## src/rtl/lms_seq_pkg.sv

```systemverilog
package lms_seq_pkg;

  typedef enum logic [3:0] {
    ST_START,
    ST_FETCH,
    ST_TURN,
    ST_ARM,
    ST_FWAIT,
    ST_FNEXT,
    ST_SUBT,
    ST_ELATCH,
    ST_ALIGN_A,
    ST_USTART,
    ST_UACC,
    ST_UARM,
    ST_UWAIT,
    ST_UNEXT,
    ST_ALIGN_B
  } seq_state_e;

  typedef struct packed {
    logic ld_sample;
    logic st_weight;
    logic rot_x;
    logic rot_w;
    logic upd_sel;
    logic wgt_sel;
    logic mul_mode;
    logic mul_load;
    logic tap_clr;
    logic cyc_clr;
    logic tap_ph_a;
    logic tap_ph_b;
    logic subtract;
    logic acc_en;
    logic err_en;
    logic clr_all;
    logic clr_acc;
  } strobe_t;

endpackage

```

## src/rtl/lms_step_counter.sv

```systemverilog
module lms_step_counter #(
  parameter int LIMIT = 8
) (
  input  logic clk,
  input  logic rst_n,
  input  logic clr,
  input  logic en,
  output logic done
);
  localparam int W = $clog2(LIMIT + 1);
  localparam logic [W-1:0] LIM = W'(LIMIT);

  logic [W-1:0] cnt;

  always_ff @(posedge clk) begin
    if (!rst_n)                 cnt <= '0;
    else if (clr)               cnt <= '0;
    else if (en && cnt != LIM)  cnt <= cnt + 1'b1;
  end

  assign done = (cnt == LIM);
endmodule

```

## src/rtl/lms_seq_fsm.sv

```systemverilog
module lms_seq_fsm
  import lms_seq_pkg::*;
(
  input  logic    clk,
  input  logic    rst_n,
  input  logic    restart,
  input  logic    cyc_done,
  input  logic    tap_done,
  output strobe_t stb
);
  seq_state_e state, nxt;
  logic [1:0] flg;

  assign flg = {cyc_done, tap_done};

  always_ff @(posedge clk) begin
    if (!rst_n) state <= ST_START;
    else        state <= nxt;
  end

  always_comb begin
    stb = '0;
    nxt = state;
    if (restart) begin
      stb.clr_all = 1'b1;
      stb.clr_acc = 1'b1;
      nxt = ST_START;
    end else begin
      case (state)
        ST_START: begin
          stb.ld_sample = 1'b1; stb.mul_load = 1'b1;
          stb.tap_clr = 1'b1;   stb.cyc_clr = 1'b1;
          nxt = ST_FETCH;
        end
        ST_FETCH: begin
          stb.rot_x = 1'b1; stb.rot_w = 1'b1; stb.tap_ph_a = 1'b1;
          nxt = ST_TURN;
        end
        ST_TURN: begin
          stb.tap_ph_b = 1'b1;
          nxt = ST_ARM;
        end
        ST_ARM: nxt = ST_FWAIT;
        ST_FWAIT: begin
          case (flg)
            2'b10: begin
              stb.mul_load = 1'b1; stb.acc_en = 1'b1; stb.cyc_clr = 1'b1;
              nxt = ST_FNEXT;
            end
            2'b11: begin
              stb.acc_en = 1'b1;
              nxt = ST_FNEXT;
            end
            default: nxt = ST_FWAIT;
          endcase
        end
        ST_FNEXT: begin
          if (tap_done) begin
            stb.mul_mode = 1'b1; stb.subtract = 1'b1;
            nxt = ST_SUBT;
          end else begin
            stb.rot_x = 1'b1; stb.rot_w = 1'b1; stb.tap_ph_a = 1'b1;
            nxt = ST_TURN;
          end
        end
        ST_SUBT: begin
          stb.mul_mode = 1'b1; stb.subtract = 1'b1; stb.err_en = 1'b1;
          nxt = ST_ELATCH;
        end
        ST_ELATCH: nxt = ST_ALIGN_A;
        ST_ALIGN_A: begin
          stb.wgt_sel = 1'b1; stb.mul_load = 1'b1; stb.tap_clr = 1'b1;
          stb.cyc_clr = 1'b1; stb.clr_acc = 1'b1;
          nxt = ST_USTART;
        end
        ST_USTART: begin
          stb.rot_x = 1'b1; stb.rot_w = 1'b1; stb.upd_sel = 1'b1;
          stb.mul_mode = 1'b1; stb.tap_ph_a = 1'b1;
          nxt = ST_UACC;
        end
        ST_UACC: begin
          stb.upd_sel = 1'b1; stb.mul_mode = 1'b1;
          stb.tap_ph_b = 1'b1; stb.acc_en = 1'b1;
          nxt = ST_UARM;
        end
        ST_UARM: begin
          stb.upd_sel = 1'b1;
          nxt = ST_UWAIT;
        end
        ST_UWAIT: begin
          stb.upd_sel = 1'b1;
          case (flg)
            2'b10: begin
              stb.wgt_sel = 1'b1; stb.st_weight = 1'b1;
              stb.mul_load = 1'b1; stb.cyc_clr = 1'b1;
              nxt = ST_UNEXT;
            end
            2'b11: begin
              stb.st_weight = 1'b1; stb.rot_x = 1'b1;
              nxt = ST_UNEXT;
            end
            default: nxt = ST_UWAIT;
          endcase
        end
        ST_UNEXT: begin
          if (tap_done) nxt = ST_ALIGN_B;
          else begin
            stb.clr_acc = 1'b1;
            nxt = ST_USTART;
          end
        end
        ST_ALIGN_B: begin
          stb.clr_all = 1'b1; stb.clr_acc = 1'b1;
          nxt = ST_START;
        end
        default: nxt = ST_START;
      endcase
    end
  end
endmodule

```

## src/rtl/lms_seq_ctrl.sv

```systemverilog
module lms_seq_ctrl
  import lms_seq_pkg::*;
#(
  parameter int TAPS       = 8,
  parameter int MUL_CYCLES = 8
) (
  input  logic clk,
  input  logic rst_n,
  input  logic restart,
  output logic ld_sample,
  output logic st_weight,
  output logic rot_x,
  output logic rot_w,
  output logic upd_sel,
  output logic wgt_sel,
  output logic mul_mode,
  output logic mul_load,
  output logic tap_clr,
  output logic cyc_clr,
  output logic tap_ph_a,
  output logic tap_ph_b,
  output logic subtract,
  output logic acc_en,
  output logic err_en,
  output logic clr_all,
  output logic clr_acc
);
  strobe_t stb;
  logic    cyc_done;
  logic    tap_done;

  lms_seq_fsm u_fsm (
    .clk      (clk),
    .rst_n    (rst_n),
    .restart  (restart),
    .cyc_done (cyc_done),
    .tap_done (tap_done),
    .stb      (stb)
  );

  lms_step_counter #(.LIMIT(MUL_CYCLES)) u_cyc (
    .clk   (clk),
    .rst_n (rst_n),
    .clr   (stb.cyc_clr | stb.clr_all),
    .en    (1'b1),
    .done  (cyc_done)
  );

  lms_step_counter #(.LIMIT(TAPS)) u_tap (
    .clk   (clk),
    .rst_n (rst_n),
    .clr   (stb.tap_clr | stb.clr_all),
    .en    (stb.tap_ph_b),
    .done  (tap_done)
  );

  assign ld_sample = stb.ld_sample;
  assign st_weight = stb.st_weight;
  assign rot_x     = stb.rot_x;
  assign rot_w     = stb.rot_w;
  assign upd_sel   = stb.upd_sel;
  assign wgt_sel   = stb.wgt_sel;
  assign mul_mode  = stb.mul_mode;
  assign mul_load  = stb.mul_load;
  assign tap_clr   = stb.tap_clr;
  assign cyc_clr   = stb.cyc_clr;
  assign tap_ph_a  = stb.tap_ph_a;
  assign tap_ph_b  = stb.tap_ph_b;
  assign subtract  = stb.subtract;
  assign acc_en    = stb.acc_en;
  assign err_en    = stb.err_en;
  assign clr_all   = stb.clr_all;
  assign clr_acc   = stb.clr_acc;
endmodule

```

## config.mk

```make
export PLATFORM = sky130hd
export DESIGN_NAME = lms_seq_ctrl
export DESIGN_NICKNAME = d
export VERILOG_FILES = /design/src/rtl/lms_seq_pkg.sv /design/src/rtl/lms_step_counter.sv /design/src/rtl/lms_seq_fsm.sv /design/src/rtl/lms_seq_ctrl.sv
export SDC_FILE = /design/constraint.sdc
export NUM_CORES = 1
export LEC_CHECK = 0
export ABC_AREA = 1
export CAP_MARGIN = 10
export CORE_ASPECT_RATIO = 0.7
export CORE_MARGIN = 2
export CORE_UTILIZATION = 34
export CTS_CLUSTER_DIAMETER = 100
export CTS_CLUSTER_SIZE = 12
export DETAILED_ROUTE_END_ITERATION = 12
export PLACE_DENSITY = 0.68
export SETUP_SLACK_MARGIN = 0.2
export SLEW_MARGIN = 30
export SYNTH_ARGS = -nofsm -noshare
export SYNTH_HDL_FRONTEND = slang
export SYNTH_SLANG_ARGS = --single-unit
```

## constraint.sdc

```tcl
create_clock -name clk -period 1.55 [get_ports clk]
set_clock_uncertainty 0.1 [all_clocks]
set_input_delay 0.155 -clock clk [delete_from_list [all_inputs] [get_ports clk]]
set_output_delay 0.155 -clock clk [all_outputs]
set_load 0.02 [all_outputs]
```

==> qor.txt, run 1 <==
Maximum net fanout on the critical path = 4
Initial antenna violation count = 0
Maximum VDD drop = 445 uV
Worst Hold Depth = 5
Sw frac = 31.5%
Post-Place Cells = 225
Cell seen most often among critical-path stages = sky130_fd_sc_hd__nor2_2
Detailed router's first-iteration violation count = 54
Multiplexer area fraction after synthesis = 0%
Slowest CP cell = sky130_fd_sc_hd__dfxtp_2
CTS tree = built
Dominant combinational cell family by area after synthesis = simple AND/OR/NAND/NOR gates
Full die area = 2960 um^2
Overflow left after global routing = 0
Routed length per placed instance = 15.8 um
Xor-xnor portion of the synthesized cell area = 3.05%
Antenna viol nets, final = 0
Number of synthesis warnings = 0
Initial Util = 35.3%
Normalized max-slew margin = 79.9%
CP cell instances = inv_2 -> ha_4 -> nand3_4 -> inv_2 -> nand2_2 -> nor2_2 -> nor2_2 -> nor2_2 -> buf_6
Max incr delay on CP = 0.34 ns
Register area share after synthesis = 27.9%
Via count of the first global-routing pass = 1126
Share of synthesized cell area in and, or, nand and nor gates = 37.5%
Internal power consumption = 0.499 mW
Flop and latch count out of synthesis = 12
Net count after synthesis = 143
Core Rows = 15
Number of distinct library cell variants in the gate-level netlist after synthesis = 20
Combinational share of power = 29.1%
Status = finished with violations
DIE WIDTH = 64.1 um
Clock input transition at the sequential cells of the worst setup and hold paths = 0.07 ns
Total iterations of the first detailed-routing run = 4
Area overhead of the layout relative to synthesis = 118%
GRT Total Usage = 24.1%
Max_cap viols = 0
Final number of hold-violating endpoints = 0
Clock buffers created by TritonCTS = 3
Maximum operating frequency = 572 MHz
Overall power of the completed layout = 0.728 mW
Number of H-tree branching levels = 1
Number of vias after detailed routing = 1250
Total power per unit cell area = 388 nW/um^2
Number of input and output port buffers inserted = 19
CTS hold repair buffers = 0
Vias per cell = 5.06
Measured slew at the worst slew-check pin = 0.301 ns
Fin crit period = 1.75 ns
Remaining design rule violation count = 0
Clk_lat worst skew = 0.28 ns
Compound-cell area share of the yosys netlist = 13.4%
Synthesized cell area = 861 um^2
Crit path setup slack, layout = -0.198 ns
Total net switching power = 0.229 mW
Buffer levels on the longest clock path = 2
WL final = 3.91 mm
Root buf cell = sky130_fd_sc_hd__clkbuf_4
Global-route wire length before repair = 5.31 mm
N_diodes = 0
Fraction of power consumed by the clock network = 27.4%
Static leakage = 0.852 nW
Area of the placeable core = 2440 um^2
Adder-cell share of the synthesized area = 5.81%
Final worst path period share = 113%
Required arrival time at the worst endpoint = 1.29 ns
Unrepaired setup endpoints after global routing = true
Path depth of the worst reg2reg path = 12
Type of the tightest min-delay check = input pin to register
Die outline height = 46.1 um
Arrival time reported for the critical path endpoint = 1.49 ns
Type of the worst setup path = register to primary output
# clock sinks = 12
Register share of total power = 43.5%
Category of the worst setup path launch point = register
Detailed Place HPWL = 2.13 mm
Post-synthesis area per instance = 6.33 um^2
Number of top-level pins = 20
Critical path capture point type = primary output
Layout cell share with drive strength beyond 1 = 64.8%
Violations in the final reports = negative setup slack
Count of pins over their slew limit = 0
Weighted congestion reported at the end of routability-driven placement = 0.912
Pin count of the biggest net entering global routing = 11
Final standard cell count with taps included and fillers excluded = 247
Number of instances in the synthesized netlist = 136
Setup violations, final = 18
Post-layout nets = 222
## placed cells by master, fill, tap and decap left out, types with 4 or more instances in the layout
master and count:
sky130_fd_sc_hd__inv_4 4, sky130_fd_sc_hd__inv_1 12, sky130_fd_sc_hd__nor2_4 7, sky130_fd_sc_hd__nand2_2 8, sky130_fd_sc_hd__buf_4 44, sky130_fd_sc_hd__o21ai_0 4, sky130_fd_sc_hd__dfxtp_1 4, sky130_fd_sc_hd__nand2_4 5
sky130_fd_sc_hd__nand3_1 12, sky130_fd_sc_hd__nor2_1 9, sky130_fd_sc_hd__inv_2 7, sky130_fd_sc_hd__a21oi_1 7, sky130_fd_sc_hd__buf_6 29, sky130_fd_sc_hd__nand2_1 15, sky130_fd_sc_hd__nor2_2 5, sky130_fd_sc_hd__dfxtp_2 6
## power groups by stage
stage	registers, mW	logic, mW	clock network [mW]
floorplan	0.325	0.0858	0
global placement	0.324	0.156	0
detailed placement	0.324	0.159	0
CTS	0.317	0.187	0.204
global route	0.317	0.221	0.222
finish	0.317	0.212	0.199
## metrics by stage
step | cell area (um^2) | setup WS [ns] | utilization, % | TNS (ns) | hold slack [ns]
4_1_cts | 1700 | -0.154 | 69.6 | -1.29 | 0.438
3_5_place_dp | 1470 | -0.400 | 60.3 | -5.63 | 0.483
2_1_floorplan | 973 | 0.0714 | - | 0 | 0.232
3_3_place_gp | 1470 | -0.354 | 60.3 | -5.21 | 0.468
6_report | 1870 | -0.198 | 76.8 | -2.53 | 0.436
5_1_grt | 1870 | -0.279 | 76.8 | -3.65 | 0.427
## logic make-up (layout without fill, tap and decap cells)
family,count (synthesis),in the layout
and+or+nand+nor,70,70
buffers and inverters,26,103
AOI/OAI and AO/OA,21,21
DFF,12,12
adders and majority gates,4,4
xor gates and xnor gates,3,3
## flip-flops by register name, indices dropped and copies added (netlist names)
signal and flops:
u_cyc.cnt 4, u_fsm.state 4, u_tap.cnt 4
## synth_stat cells
| master | count | area share, % |
|---|---|---|
| sky130_fd_sc_hd__nand3_1 | 14 | 8.1 |
| sky130_fd_sc_hd__buf_4 | 2 | 1.7 |
| sky130_fd_sc_hd__xor2_1 | 3 | 3.1 |
| sky130_fd_sc_hd__o21ai_2 | 1 | 1.0 |
| sky130_fd_sc_hd__nand2_4 | 1 | 1.3 |
| sky130_fd_sc_hd__nand3_2 | 2 | 2.3 |
| sky130_fd_sc_hd__a22oi_1 | 1 | 0.87 |
| sky130_fd_sc_hd__nor2_4 | 2 | 2.6 |
| sky130_fd_sc_hd__dfxtp_1 | 12 | 28 |
| sky130_fd_sc_hd__nand2_1 | 28 | 12 |
| sky130_fd_sc_hd__a31oi_1 | 1 | 0.73 |
| sky130_fd_sc_hd__ha_1 | 4 | 5.8 |
| sky130_fd_sc_hd__nand4_1 | 2 | 1.5 |
| sky130_fd_sc_hd__a21oi_1 | 11 | 6.4 |
| sky130_fd_sc_hd__nor2_1 | 19 | 8.3 |
| sky130_fd_sc_hd__o21ai_0 | 6 | 3.5 |
| sky130_fd_sc_hd__o211ai_1 | 1 | 0.87 |
| sky130_fd_sc_hd__buf_2 | 1 | 0.58 |
| sky130_fd_sc_hd__nor3_1 | 2 | 1.2 |
| sky130_fd_sc_hd__inv_1 | 23 | 10 |
## worst paths after layout
check | startpoint | end | slack [ns]
worst min register to register | u_tap.cnt[1] | u_tap.cnt[1] | 0.51
worst max-delay path | u_cyc.cnt[0] | wgt_sel | -0.20
worst min-delay path | rst_n | u_fsm.state[0] | 0.44
worst max register to register | u_cyc.cnt[0] | u_cyc.cnt[2] | -0.18
## cell type report
cell class | count | area (um^2)
sequential | 12 | 255
multi-input combinational | 98 | 756
clock buffer | 3 | 22.5
inverter | 23 | 96.3
timing repair buffer | 77 | 702
tap | 34 | 42.5
fill | 151 | 566
## per-layer routing
metal,vias up,track usage (%),share of wire (%)
li1,592,-,-
met1,608,28.8,43
met2,44,44.8,51
met3,6,5.38,4.3
met4,0,6.81,0.92
met5,-,0,0
## critical path, delay by kind of cell (launching register included)
family,cells,cell delay (ns)
buf+inv,3,0.30
flops,1,0.34
fa+ha+maj,1,0.14
simple gates,5,0.43
## repair_timing
action,4_1_cts,5_1_grt
setup endpoints to repair,29,29
pin swaps,12,14
setup buffers,10,9
resized for setup,140,26
(Power assumes the default switching activity.)
==> run 2, diff against run 1 <==
--- a/config.mk
+++ b/config.mk
@@ -8,7 +8,7 @@
 export ABC_AREA = 1
 export CAP_MARGIN = 10
 export CORE_ASPECT_RATIO = 0.7
-export CORE_MARGIN = 2
+export CORE_MARGIN = 5
 export CORE_UTILIZATION = 34
 export CTS_CLUSTER_DIAMETER = 100
 export CTS_CLUSTER_SIZE = 12
==> qor.txt, run 2 (synthesis gave the netlist of run 1 again) <==
Status = finished with violations
Violations in the final reports = negative setup slack
Die outline height = 52.1 um (+13%)
Root buf cell = sky130_fd_sc_hd__clkbuf_4
Number of input and output port buffers inserted = 19 (unchanged)
Maximum operating frequency = 552 MHz (-3.5%)
Global-route wire length before repair = 5.35 mm (+0.90%)
Static leakage = 0.828 nW (-2.8%)
Category of the worst setup path launch point = register
Clock buffers created by TritonCTS = 3 (unchanged)
Layout cell share with drive strength beyond 1 = 65.4% (+0.61 points)
Reg-to-reg critical path endpoint = u_fsm.state[2]
Unrepaired setup endpoints after global routing = true
Antenna viol nets, final = 0 (unchanged)
Reg2reg setup slack = 0.01 ns (+0.19 ns)
Type of the worst setup path = register to primary output
Startpoint of the lowest-slack register-to-register path = u_tap.cnt[0]
DIE WIDTH = 70.1 um (+9.4%)
# clock sinks = 12 (unchanged)
Detailed Place HPWL = 2.36 mm (+11%)
Normalized max-slew margin = 80.3% (+0.47 points)
Crit path setup slack, layout = -0.262 ns (-0.0643 ns)
Leading cell type in the layout, fill and taps excluded = sky130_fd_sc_hd__buf_4
Slowest CP cell = sky130_fd_sc_hd__dfxtp_2
Buffer levels on the longest clock path = 2 (unchanged)
Total Negative Setup Slacks = -2.40 ns (+0.127 ns)
Critical path buffers and inverters = 4 (+1)
Worst path depth = 8 (-1)
Required arrival time at the worst endpoint = 1.29 ns (about the same)
Type of the tightest min-delay check = register to register
Full die area = 3650 um^2 (+24%)
Total power per unit cell area = 433 nW/um^2 (+11%)
Total iterations of the first detailed-routing run = 4 (unchanged)
Area of the placeable core = 2440 um^2 (unchanged)
Cell seen most often among critical-path stages = sky130_fd_sc_hd__nand3_4
Measured slew at the worst slew-check pin = 0.292 ns (-0.00874 ns)
Pin count of the biggest net entering global routing = 11 (unchanged)
Clk_lat worst skew = 0.29 ns (about the same)
Critical path startpoint = u_tap.cnt[0]
Fin Hold WS = 0.497 ns (+0.0609 ns)
Post-route core utilization = 75.5% (-1.3 points)
Maximum net fanout on the critical path = 4 (unchanged)
Length of routed met2 wiring = 2.02 mm (+0.40%)
Final standard cell count with taps included and fillers excluded = 245 (-0.81%)
GRT Total Usage = 19.4% (-4.7 points)
Path depth of the worst reg2reg path = 11 (-1)
Met3 routed wirelength = 193 um (+16%)
Number of H-tree branching levels = 1 (unchanged)
Initial Util = 35.3% (unchanged)
Number of vias after detailed routing = 1241 (-0.72%)
WL final = 3.85 mm (-1.5%)
Registers with the highest flip-flop counts = u_cyc.cnt x4, u_fsm.state x4, u_tap.cnt x4
Commonest cells after routing, fill and taps aside = 45 x sky130_fd_sc_hd__buf_4, 25 x sky130_fd_sc_hd__buf_6, 18 x sky130_fd_sc_hd__nand2_1, 13 x sky130_fd_sc_hd__inv_2, 12 x sky130_fd_sc_hd__nand3_1
Post-Place Cells = 226 (+0.44%)
Critical path endpoint = mul_mode
Core Rows = 15 (unchanged)
Origin of the worst min-delay path = u_tap.cnt[2]
Clock input transition at the sequential cells of the worst setup and hold paths = 0.08 ns (about the same)
CP cell instances = inv_2 -> ha_4 -> nand3_4 -> buf_4 -> inv_4 -> nand3_4 -> a31oi_4 -> buf_6
Fin crit period = 1.81 ns (+0.0643 ns)
Initial antenna violation count = 0 (unchanged)
Vias per cell = 5.07 (about the same)
Count of pins over their slew limit = 0 (unchanged)
Fill count = 164 (+8.6%)
CTS hold repair buffers = 0 (unchanged)
Final worst path period share = 117% (+4.1 points)
Via count of the first global-routing pass = 1223 (+8.6%)
Detailed router's first-iteration violation count = 24 (-56%)
Length of routed wiring on met1 = 1.57 mm (-7.3%)
N_diodes = 0 (unchanged)
Weighted congestion reported at the end of routability-driven placement = 0.963 (+5.6%)
Arrival time reported for the critical path endpoint = 1.56 ns (+0.07 ns)
Uppermost layer routed = met4
Maximum VDD drop = 519 uV (+17%)
Post-layout nets = 219 (-1.4%)
Critical path capture point type = primary output
Max incr delay on CP = 0.33 ns (about the same)
Number of top-level pins = 20 (unchanged)
Routed length per placed instance = 15.7 um (-0.68%)
CTS tree = built
Remaining design rule violation count = 0 (unchanged)
Area overhead of the layout relative to synthesis = 114%
Final number of hold-violating endpoints = 0 (unchanged)
Overflow left after global routing = 0 (unchanged)
Max_cap viols = 0 (unchanged)
Setup violations, final = 16 (-2)
CP delay by family, top = buffers and inverters
==> run 2: routing by layer <==
metal | track usage, % | vias to the layer above
li1 | - | 584
met1 | 19.4 | 604
met2 | 38.7 | 43
met3 | 5.60 | 10
met4 | 6.69 | 0
met5 | 0 | -
==> run 2: metrics by stage <==
stage / total power [mW] / area [um^2] / worst slack [ns]
final: 0.797 / 1840 / -0.262
after global routing: 0.831 / 1840 / -0.338
after CTS: 0.767 / 1680 / -0.262
after detailed placement: 0.485 / 1480 / -0.430
after global placement: 0.480 / 1480 / -0.381
after floorplan: 0.410 / 973 / 0.0714
==> run 2: area by class of cell <==
type | instances | area, um^2 | area share, %
Multi-Input combinational cell | 98 | 773 | 42.0
Tap cell | 34 | 42.5 | 2.31
Inverter | 23 | 88.8 | 4.82
Clock buffer | 4 | 36.3 | 1.97
Sequential cell | 12 | 253 | 13.7
Timing Repair Buffer | 74 | 649 | 35.2
==> run 2: repair_timing <==
| item | 4_1_cts | 5_1_grt |
|---|---|---|
| buffers inserted | 9 | 6 |
| pin swaps | 24 | 15 |
| setup endpoints to repair | 29 | 29 |
| gates resized for setup | 131 | 30 |
==> run 2: worst min-delay path by stage <==
stage | slack, ns | cells after the start | to
final | 0.50 | 3 | u_tap.cnt[2]
after global routing | 0.51 | 5 | u_fsm.state[0]
after CTS | 0.45 | 5 | u_fsm.state[0]
after detailed placement | 0.45 | 2 | u_fsm.state[3]
after global placement | 0.44 | 2 | u_fsm.state[3]
after floorplan | 0.23 | 3 | u_fsm.state[0]
==> run 2: tightest hold or removal path, delay by kind of cell (launching register included) <==
| family | cells | cell delay, ns |
|---|---|---|
| compound gates | 1 | 0.05 |
| simple gates | 1 | 0.05 |
| flops | 1 | 0.31 |
| buf+inv | 1 | 0.14 |
==> run 2: power by group <==
| group | switching (mW) | leakage [nW] | internal, mW | total, mW |
|---|---|---|---|---|
| Combinational | 0.123 | 0.706 | 0.0993 | 0.222 |
| Clock | 0.114 | 0.0210 | 0.143 | 0.258 |
| Sequential | 0.00542 | 0.101 | 0.312 | 0.317 |
